[src/rtl/cbt_pkg.sv]
// Shared types for the CAN bit timing unit.
package cbt_pkg;
    // Part of the nominal bit currently being timed.
    typedef enum logic [1:0] {
        SEG_SYNC = 2'd0,
        SEG_TS1  = 2'd1,
        SEG_TS2  = 2'd2
    } seg_e;
endpackage

[src/rtl/cbt_cfg_check.sv]
// Validates the timing fields and registers the result.
// Assumes the fields are quasi-static; a one-cycle latency is acceptable.
module cbt_cfg_check #(
    parameter int TS1_W      = 4,
    parameter int TS2_W      = 3,
    parameter int SJW_W      = 2,
    parameter int MIN_TS1    = 3,
    parameter int MIN_TS2    = 1,
    parameter int MIN_BIT_TQ = 8
) (
    input  logic             clk,
    input  logic             rst_n,
    input  logic [TS1_W-1:0] tseg1,
    input  logic [TS2_W-1:0] tseg2,
    input  logic [SJW_W-1:0] sjw,
    output logic             cfg_ok
);
    localparam int A_W = (TS1_W > TS2_W) ? TS1_W : TS2_W;
    localparam int S_W = ((A_W > SJW_W) ? A_W : SJW_W) + 2;
    localparam logic [S_W-1:0] MIN1  = S_W'(MIN_TS1);
    localparam logic [S_W-1:0] MIN2  = S_W'(MIN_TS2);
    localparam logic [S_W-1:0] MINSM = S_W'(MIN_BIT_TQ - 3);

    logic [S_W-1:0] t1_x, t2_x, sj_x;
    logic           valid;

    // Widen the fields and evaluate every range rule.
    always_comb begin
        t1_x  = S_W'(tseg1);
        t2_x  = S_W'(tseg2);
        sj_x  = S_W'(sjw);
        valid = (t1_x > t2_x) && (t2_x >= sj_x) && (t2_x >= MIN2)
             && (t1_x >= MIN1) && ((t1_x + t2_x) >= MINSM);
    end

    // Register the verdict so downstream logic sees a clean level.
    always_ff @(posedge clk) begin
        if (!rst_n) cfg_ok <= 1'b0;
        else        cfg_ok <= valid;
    end
endmodule

[src/rtl/cbt_prescaler.sv]
// Divides the clock into time quanta of 2*(brp+1) cycles.
// Emits tq_tick in the last cycle of each quantum; held in reset while the
// configuration is invalid.
module cbt_prescaler #(
    parameter int BRP_W = 6
) (
    input  logic             clk,
    input  logic             rst_n,
    input  logic             cfg_ok,
    input  logic [BRP_W-1:0] brp,
    output logic             tq_tick
);
    localparam int C_W = BRP_W + 1;

    logic [C_W-1:0] cnt;

    // Last cycle of a quantum is count 2*brp+1.
    assign tq_tick = cfg_ok && (cnt == {brp, 1'b1});

    // Free-running quantum counter, cleared at wrap or when timing is off.
    always_ff @(posedge clk) begin
        if (!rst_n)                 cnt <= '0;
        else if (!cfg_ok || tq_tick) cnt <= '0;
        else                         cnt <= cnt + C_W'(1);
    end

    // a quantum is at least two cycles, so ticks never repeat back to back
    tick_gap_chk: assert property (@(posedge clk) disable iff (!rst_n)
        tq_tick |=> !tq_tick);
endmodule

[src/rtl/cbt_rx_sync.sv]
// Two-flop synchronizer for the receive line plus a delay stage used to
// detect recessive-to-dominant transitions. Resets to recessive.
module cbt_rx_sync (
    input  logic clk,
    input  logic rst_n,
    input  logic rx_in,
    output logic rx_s,
    output logic fall
);
    logic meta, sync, prev;

    // Metastability chain and one-cycle history.
    always_ff @(posedge clk) begin
        if (!rst_n) begin
            meta <= 1'b1;
            sync <= 1'b1;
            prev <= 1'b1;
        end else begin
            meta <= rx_in;
            sync <= meta;
            prev <= sync;
        end
    end

    assign rx_s = sync;
    assign fall = prev & ~sync;

    // a detected edge is a single cycle (the line must rise again first)
    fall_single_chk: assert property (@(posedge clk) disable iff (!rst_n)
        fall |=> !fall);
endmodule

[src/rtl/cbt_bit_fsm.sv]
// Walks each bit through sync, time segment 1 and time segment 2 on quantum
// ticks, applies hard sync and jump-width limited resynchronization, and
// produces registered sample and transmit-point strobes.
// Assumes edges are acted on at the end of the quantum that contains them
// and that one correction is allowed between consecutive sample points.
module cbt_bit_fsm
    import cbt_pkg::*;
#(
    parameter int TS1_W = 4,
    parameter int TS2_W = 3,
    parameter int SJW_W = 2
) (
    input  logic             clk,
    input  logic             rst_n,
    input  logic             cfg_ok,
    input  logic             tq_tick,
    input  logic             fall,
    input  logic             rx_s,
    input  logic             hsync_en,
    input  logic [TS1_W-1:0] tseg1,
    input  logic [TS2_W-1:0] tseg2,
    input  logic [SJW_W-1:0] sjw,
    output logic             sample_stb,
    output logic             tx_stb,
    output logic             rx_bit
);
    localparam int A_W = (TS1_W > TS2_W) ? TS1_W : TS2_W;
    localparam int L_W = ((A_W > SJW_W) ? A_W : SJW_W) + 1;
    localparam logic [L_W-1:0] ONE = L_W'(1);

    seg_e           seg;
    logic [L_W-1:0] q;
    logic [L_W-1:0] lim1, lim2;
    logic           done;
    logic           pend;

    logic           edge_any, use_rs, shrink_now;
    logic [L_W-1:0] jump, q_nx, ext, lim1_n, err2, lim2_n;

    // Correction arithmetic for the current quantum.
    always_comb begin
        edge_any   = fall | pend;
        use_rs     = edge_any & ~done & ~hsync_en;
        jump       = L_W'(sjw) + ONE;
        q_nx       = q + ONE;
        ext        = (q_nx > jump) ? jump : q_nx;
        lim1_n     = (use_rs && seg == SEG_TS1) ? lim1 + ext : lim1;
        err2       = lim2 - q + ONE;
        shrink_now = use_rs && (seg == SEG_TS2) && (err2 <= jump);
        lim2_n     = (use_rs && seg == SEG_TS2 && !shrink_now) ? lim2 - jump : lim2;
    end

    // Segment sequencing, synchronization and strobe generation.
    always_ff @(posedge clk) begin
        if (!rst_n) begin
            seg        <= SEG_SYNC;
            q          <= '0;
            lim1       <= '0;
            lim2       <= '0;
            done       <= 1'b0;
            pend       <= 1'b0;
            sample_stb <= 1'b0;
            tx_stb     <= 1'b0;
            rx_bit     <= 1'b1;
        end else begin
            sample_stb <= 1'b0;
            tx_stb     <= 1'b0;
            if (!cfg_ok) begin
                seg  <= SEG_SYNC;
                q    <= '0;
                done <= 1'b0;
                pend <= 1'b0;
            end else if (!tq_tick) begin
                if (fall) pend <= 1'b1;
            end else begin
                pend <= 1'b0;
                if (edge_any && hsync_en) begin
                    seg  <= SEG_TS1;
                    q    <= '0;
                    lim1 <= L_W'(tseg1);
                    done <= 1'b1;
                end else begin
                    case (seg)
                        SEG_SYNC: begin
                            seg  <= SEG_TS1;
                            q    <= '0;
                            lim1 <= L_W'(tseg1);
                            if (edge_any) done <= 1'b1;
                        end
                        SEG_TS1: begin
                            lim1 <= lim1_n;
                            if (edge_any) done <= 1'b1;
                            if (q == lim1_n) begin
                                seg        <= SEG_TS2;
                                q          <= '0;
                                lim2       <= L_W'(tseg2);
                                done       <= 1'b0;
                                sample_stb <= 1'b1;
                                rx_bit     <= rx_s;
                            end else begin
                                q <= q_nx;
                            end
                        end
                        default: begin
                            lim2 <= lim2_n;
                            if (edge_any) done <= 1'b1;
                            if (shrink_now || q == lim2_n) begin
                                seg    <= SEG_SYNC;
                                q      <= '0;
                                tx_stb <= 1'b1;
                            end else begin
                                q <= q_nx;
                            end
                        end
                    endcase
                end
            end
        end
    end

    // the sync segment is a single quantum
    sync_len_chk: assert property (@(posedge clk) disable iff (!rst_n)
        (seg == SEG_SYNC) |-> (q == '0));

    // time segment 1 never runs past its (possibly lengthened) end
    ts1_bound_chk: assert property (@(posedge clk) disable iff (!rst_n)
        (seg == SEG_TS1) |-> (q <= lim1));

    // time segment 2 never runs past its (possibly shortened) end
    ts2_bound_chk: assert property (@(posedge clk) disable iff (!rst_n)
        (seg == SEG_TS2) |-> (q <= lim2));

    // a hard-sync edge lands on the first quantum of time segment 1
    hard_sync_chk: assert property (@(posedge clk) disable iff (!rst_n)
        (cfg_ok && tq_tick && hsync_en && edge_any) |=>
            (seg == SEG_TS1 && q == '0 && !tx_stb));
endmodule

[src/rtl/can_bit_timing.sv]
// Top of the CAN bit timing unit: configuration check, quantum prescaler,
// receive synchronizer and bit-segment sequencer.
// Assumes rx_in is asynchronous and the timing fields change only rarely.
module can_bit_timing #(
    parameter int BRP_W = 6,
    parameter int TS1_W = 4,
    parameter int TS2_W = 3,
    parameter int SJW_W = 2
) (
    input  logic             clk,
    input  logic             rst_n,
    input  logic [BRP_W-1:0] brp,
    input  logic [TS1_W-1:0] tseg1,
    input  logic [TS2_W-1:0] tseg2,
    input  logic [SJW_W-1:0] sjw,
    input  logic             rx_in,
    input  logic             hsync_en,
    output logic             cfg_err,
    output logic             rx_bit,
    output logic             sample_stb,
    output logic             tx_stb
);
    logic cfg_ok, tq_tick, rx_s, fall;

    cbt_cfg_check #(.TS1_W(TS1_W), .TS2_W(TS2_W), .SJW_W(SJW_W)) u_cfg (
        .clk(clk), .rst_n(rst_n), .tseg1(tseg1), .tseg2(tseg2), .sjw(sjw),
        .cfg_ok(cfg_ok)
    );

    cbt_prescaler #(.BRP_W(BRP_W)) u_pre (
        .clk(clk), .rst_n(rst_n), .cfg_ok(cfg_ok), .brp(brp), .tq_tick(tq_tick)
    );

    cbt_rx_sync u_rx (
        .clk(clk), .rst_n(rst_n), .rx_in(rx_in), .rx_s(rx_s), .fall(fall)
    );

    cbt_bit_fsm #(.TS1_W(TS1_W), .TS2_W(TS2_W), .SJW_W(SJW_W)) u_fsm (
        .clk(clk), .rst_n(rst_n), .cfg_ok(cfg_ok), .tq_tick(tq_tick),
        .fall(fall), .rx_s(rx_s), .hsync_en(hsync_en), .tseg1(tseg1),
        .tseg2(tseg2), .sjw(sjw), .sample_stb(sample_stb), .tx_stb(tx_stb),
        .rx_bit(rx_bit)
    );

    assign cfg_err = ~cfg_ok;

    // a settled error keeps both strobes quiet
    err_quiet_chk: assert property (@(posedge clk) disable iff (!rst_n)
        (cfg_err && $past(cfg_err)) |-> (!sample_stb && !tx_stb));

    // the sampled bit only moves at a sample point
    rx_hold_chk: assert property (@(posedge clk) disable iff (!rst_n)
        !sample_stb |-> $stable(rx_bit));

    // the sample strobe lasts one cycle
    smp_pulse_chk: assert property (@(posedge clk) disable iff (!rst_n)
        sample_stb |=> !sample_stb);

    // transmit point and sample point never coincide
    stb_excl_chk: assert property (@(posedge clk) disable iff (!rst_n)
        !(sample_stb && tx_stb));
endmodule

[config.mk]
export PLATFORM = sky130hd
export DESIGN_NAME = can_bit_timing
export DESIGN_NICKNAME = d
export VERILOG_FILES = /design/src/rtl/cbt_pkg.sv /design/src/rtl/cbt_cfg_check.sv /design/src/rtl/cbt_prescaler.sv /design/src/rtl/cbt_rx_sync.sv /design/src/rtl/cbt_bit_fsm.sv /design/src/rtl/can_bit_timing.sv
export SDC_FILE = /design/constraint.sdc
export NUM_CORES = 1
export LEC_CHECK = 0
export BUFFER_PORTS_ARGS = -buffer_cell sky130_fd_sc_hd__buf_4
export CORE_MARGIN = 5
export CORE_UTILIZATION = 45
export DETAILED_ROUTE_END_ITERATION = 16
export GPL_ROUTABILITY_DRIVEN = 0
export HOLD_SLACK_MARGIN = 0.1
export SLEW_MARGIN = 20
export SYNTH_ARGS = -nofsm -noshare
export SYNTH_HDL_FRONTEND = slang
export SYNTH_SLANG_ARGS = --single-unit
[constraint.sdc]
create_clock -name clk -period 4.95 [get_ports clk]
set_input_delay 0.7425 -clock clk [delete_from_list [all_inputs] [get_ports clk]]
set_output_delay 0.7425 -clock clk [all_outputs]
set_load 0.02 [all_outputs]
== Word level (Yosys, flattened, before mapping) ==
Cells that the tools add are included.

* Bits in registers: 33
* Input bits: 19
* Output and inout bits: 4
* Word-level logic and storage cells: 96

* Add/subtract/negate cells: 8
* Magnitude comparators: 7
* Eq/ne operators: 7
* Mux-type cells: 21
* Bitwise logic cells: 13
* Reduce and logical (&&, ||, !) cells: 26

{| class="wikitable"
|+ Operators by type and width
! operator !! count
|-
| $mux W5 || 8
|-
| $pmux W5 S2 || 3
|-
| $add A5 B1 Y5 const B || 2
|-
| $eq A5 B5 Y1 || 2
|-
| $logic_and A1 B1 Y1 || 10
|-
| $reduce_and A5 Y1 || 2
|-
| $sub A5 B5 Y5 || 2
|-
| $not A1 Y1 || 9
|-
| $add A7 B1 Y7 const B || 1
|-
| $eq A7 B7 Y1 || 1
|-
| $ge A6 B3 Y1 const B || 1
|-
| $mux W1 || 6
|-
| $mux W2 || 3
|-
| $reduce_and A3 Y1 || 2
|-
| $reduce_or A6 Y1 || 1
|-
| $add A4 B3 Y5 || 1
|-
| $add A5 B5 Y5 || 1
|-
| $gt A5 B5 Y1 || 1
|-
| $le A5 B5 Y1 || 1
|-
| $reduce_or A5 Y1 || 1
|-
| $ge A4 B2 Y1 const B || 1
|-
| $gt A4 B3 Y1 || 1
|-
| $pmux W2 S2 || 1
|-
| $reduce_bool A4 Y1 || 1
|-
| other kinds (16) || 20
|}

== Depth between registers and ports, before layout ==
* Depth in word-level cells: 15
* Mapped depth: 21

== By module ==
Synthesis repeated with hierarchy kept, for this count alone.

* Cells, all modules: 354
* Area, all modules: 2,869.0 µm²

{| class="wikitable"
|+ Modules (own cells, without submodules)
! module !! times used !! cells each !! area each (µm²) !! seq. area each (µm²)
|-
| cbt_bit_fsm || 1 || 269 || 2,079.5 || 440.4
|-
| cbt_prescaler || 1 || 42 || 405.4 || 140.1
|-
| cbt_cfg_check || 1 || 35 || 295.3 || 20.0
|-
| cbt_rx_sync || 1 || 7 || 85.1 || 60.1
|-
| can_bit_timing || 1 || 1 || 3.8 || 0.0
|}

== Worst setup path before layout ==
OpenSTA, ideal clock, no wires.

* Path kind: input -> register
* From: input sjw[0]
* To: register u_fsm.q[4]
* Library setup time: 0.124 ns
* Arrival time: 4.202 ns
* Data required time: 4.826 ns
* Path slack: 0.624 ns
* Cell stages on the path: 20
* Path through: ha_1 > inv_1 > ha_1 > nor2b_1 > o21a_1 > o21ai_0 > nand2_1 > nor2_1 > a21oi_1 > ha_1 > fa_1 > a21o_1 > a21oi_1 > or3_1 > nand4_1 > a211oi_2 > nor2b_1 > a22o_1 > a21o_1 > o21bai_1

* Cells in the longest elaborated chain, start to end: 11

{| class="wikitable"
|+ RTL lines
! item !! RTL line !! source
|-
| start: declaration || can_bit_timing.sv:15 || <nowiki>input logic [SJW_W-1:0] sjw,</nowiki>
|-
| $add A2 B1 Y3 * || cbt_bit_fsm.sv:44 || <nowiki>jump = L_W'(sjw) + ONE;</nowiki>
|-
| branches (longest 8 deep; another with $gt A5 B5 Y1) || - ||
|-
| $pmux W5 S2 * || cbt_bit_fsm.sv:83 || <nowiki>case (seg)</nowiki>
|-
| $mux W5 * || cbt_bit_fsm.sv:77 || <nowiki>if (edge_any && hsync_en) begin</nowiki>
|-
| end signal: assignment || cbt_bit_fsm.sv:101 || <nowiki>q <= q_nx;</nowiki>
|-
| end signal: assignment || cbt_bit_fsm.sv:112 || <nowiki>q <= q_nx;</nowiki>
|-
| end: declaration || cbt_bit_fsm.sv:32 || <nowiki>logic [L_W-1:0] q;</nowiki>
|}

Mark *: on every way between the ends.
A chain may end at the register's enable or synchronous reset.

== Worst setup path after layout ==
* From: register u_fsm.q[1]
* To: register u_fsm.q[4]

* Cells in the longest elaborated chain, start to end: 12

{| class="wikitable"
|+ RTL lines
! item !! RTL line !! source
|-
| $sub A5 B5 Y5 || cbt_bit_fsm.sv:48 || <nowiki>err2 = lim2 - q + ONE;</nowiki>
|-
| $add A5 B1 Y5 || cbt_bit_fsm.sv:48 ||
|-
| $le A5 B5 Y1 || cbt_bit_fsm.sv:49 || <nowiki>shrink_now = use_rs && (seg == SEG_TS2) && (err2 <= jump);</nowiki>
|-
| $logic_and A1 B1 Y1 || cbt_bit_fsm.sv:49 ||
|-
| $logic_not A1 Y1 || cbt_bit_fsm.sv:50 || <nowiki>lim2_n = (use_rs && seg == SEG_TS2 && !shrink_now) ? lim2 - jump : lim2;</nowiki>
|-
| $logic_and A1 B1 Y1 || cbt_bit_fsm.sv:50 ||
|-
| $mux W5 || cbt_bit_fsm.sv:50 ||
|-
| $eq A5 B5 Y1 || cbt_bit_fsm.sv:107 || <nowiki>if (shrink_now || q == lim2_n) begin</nowiki>
|-
| $logic_or A1 B1 Y1 || cbt_bit_fsm.sv:107 ||
|-
| $mux W5 || cbt_bit_fsm.sv:107 ||
|-
| $pmux W5 S2 * || cbt_bit_fsm.sv:83 ||
|-
| $mux W5 * || cbt_bit_fsm.sv:77 ||
|}

Every way passes the cells marked *; elsewhere a longest branch is shown, timed or not.

==> reports/results.tsv <==
metric	value	unit
post-cts repair resize count	0	
min Tclk post-route	4.56	ns
GRT Residual Overflow	0	
Max Freq	0.219	GHz
Core Region	0.00624	mm^2
Ports	23	
register area share after synthesis	0.232	
Vias	2409	
first-pass GRT wire length	10.8	mm
Max-cap violations	0	
area leader, netlist	dfxtp_1	
Clock transition at path regs	0.06	ns
CTS tree	done	
initial antenna violation count	0	
HPWL Detailed	5.16	mm
Synthesized Nets	403	
Worst EP required	5.11	ns
Synth-to-Final Area Change	10.7	%
total CTS buffers	5	
nets	422	
final non-filler cell total	446	
Die Footprint	0.00800	mm^2
Final Hold Vio Count	0	
syn avg cell area	8.14	um^2
Hold Buf Count CTS	0	
Clk Latency, worst-skew pair	0.28	ns
Power Density	175	mW/mm^2
Diodes inserted	0	
setup TNS	0	ns
status	complete, no violations	
DR DRC count	0	
FF+latch count, synth	33	
commonest non-fill, non-tap cell in the layout	dfxtp_1	
part of the cycle the worst path needs	0.921	
filler cell count in the final layout	626	
Chip Height	89.5	um
Clock Root Buffer	clkbuf_8	
Yosys top cell area share	0.232	
Crit. End Element	register	
Synth area leaders	dfxtp_1 (23%), ha_1 (14%), xnor2_1 (4.6%)	
RSZ-0062 raised after global routing	false	
Die Wd	89.5	um
postcts setup bufs	0	
leakage power	0.00134	uW
placed insts	438	
share of layout cells above drive strength 1	0.122	
maximum number of pins on one net before global-route repair	20	
initial DRC count	110	
async set or reset register ratio after synthesis	0	
Peak VDD IR	0.176	mV
startpoint types	register	
Initial Util	0.455	
synth warn	0	
crit path kind	reg -> reg	
Least-Margin Pin Slew	0.547	ns
All-Layer GR Usage	0.170	
Slew Viols, Final	0	
WL final	6.35	mm
H-tree depth	2	
WL/cell	14.2	um
Worst slew margin	0.634	
synthesized instance count	349	
Setup WS pre-CTS	0.142	ns
clock sinks	33	
CP arrival	4.72	ns
Post-synth EDFFs	0	
Primary FF master, synth	dfxtp_1	
Netlist Area Pre-Place	0.00284	mm^2
Clock Skew	0.00702	ns
final setup vio count	0	
commonest cells after routing, fill and taps aside	dfxtp_1 (33), ha_1 (31), nand2_1 (30)	
vias per cell	5.40	
port buffer count	22	
number of global-route vias before repair	2246	
worst hold path type	reg -> reg	
remaining antenna violation count after routing	0	
Yosys cell types	60	
setup ws final	0.390	ns
CP Max Fanout	7	
first-pass detailed-route iteration total	4	
largest buffer count on any clock path	2	
num rows	29	
[kinds of logic (layout without fill, tap and decap cells)]
family,after synthesis,in the layout,synth area share
simple gates,122,122,0.235
fa+ha+maj,35,35,0.165
flops,33,33,0.232
mux,9,9,0.0321
other cells,1,1,0.00132
compound gates,86,86,0.201
xor+xnor,24,24,0.0788
buf+inv,39,59,0.0546
[stage by stage]
step	hold slack (ns)	power (uW)	cell area, um^2	utilization
floorplan	0.386	332	2840	-
global placement	0.397	361	3060	0.491
detailed placement	0.396	363	3060	0.491
CTS	0.417	559	3150	0.504
global route	0.432	580	3150	0.504
finish	0.411	550	3150	0.504
[critical path, cell delays in order (launching register included)]
cell and delay [ns]:
dfxtp_1 0.53, ha_1 0.30, nor2_1 0.08, or2_2 0.32, ha_1 0.32, o21a_1 0.11, o21ai_0 0.14, nand2_1 0.14
nor2_1 0.11, a21oi_1 0.05, ha_1 0.24, fa_1 0.46, a21o_1 0.21, a21oi_1 0.25, or3_1 0.15, nand4_1 0.10
a211oi_2 0.31, nor2b_1 0.14, a22o_1 0.20, a21o_1 0.14, o21bai_1 0.14
[synth_stat cells, types with 9 or more instances]
cell and count:
o21ai_0 17, a21oi_1 18, nand3_1 14, inv_1 27, nor2_1 20, nand2_1 30, xnor2_1 15, ha_1 31
dfxtp_1 33, nor2b_1 12, clkbuf_1 9
[area by class of cell]
type,count,area (um^2),area share
Clock buffer,6,72.6,0.0231
Tap cell,77,96.3,0.0306
Multi-Input combinational cell,277,2030,0.644
Timing Repair Buffer,24,180,0.0573
Inverter,27,101,0.0322
Sequential cell,33,661,0.210
Clock inverter,2,10.0,0.00318
[final timing paths]
check	from	end	slack, ns	depth (start not counted)
setup reg to reg	u_fsm.q[1]	u_fsm.q[4]	0.39	20
hold reg to reg	u_rx.meta	u_rx.rx_s	0.41	1
hold / removal	u_rx.meta	u_rx.rx_s	0.41	1
setup / recovery	u_fsm.q[1]	u_fsm.q[4]	0.39	20
[registers in the layout, summed over array words and instances (netlist names)]
name,flops
u_cfg.cfg_ok,1
u_fsm.done,1
u_fsm.lim1,5
u_fsm.lim2,5
u_fsm.pend,1
u_fsm.q,5
u_fsm.rx_bit,1
u_fsm.sample_stb,1
u_fsm.seg,2
u_fsm.tx_stb,1
u_pre.cnt,7
u_rx.meta,1
u_rx.prev,1
u_rx.rx_s,1
[report_power, final]
part / switching, uW / leakage (uW) / internal, uW
clock network: 96.0 / 0.0000450 / 97.4
logic: 47.3 / 0.00103 / 39.3
registers: 1.83 / 0.000267 / 268
[layer usage]
metal  up-vias  wire [um]  track usage
li1       1276          -            -
met1      1099       3100        0.235
met2        30       3080        0.285
met3         4        150       0.0286
met4         0         17       0.0244
met5         -          0            0
Note: power is estimated with default switching activity, not from simulation.
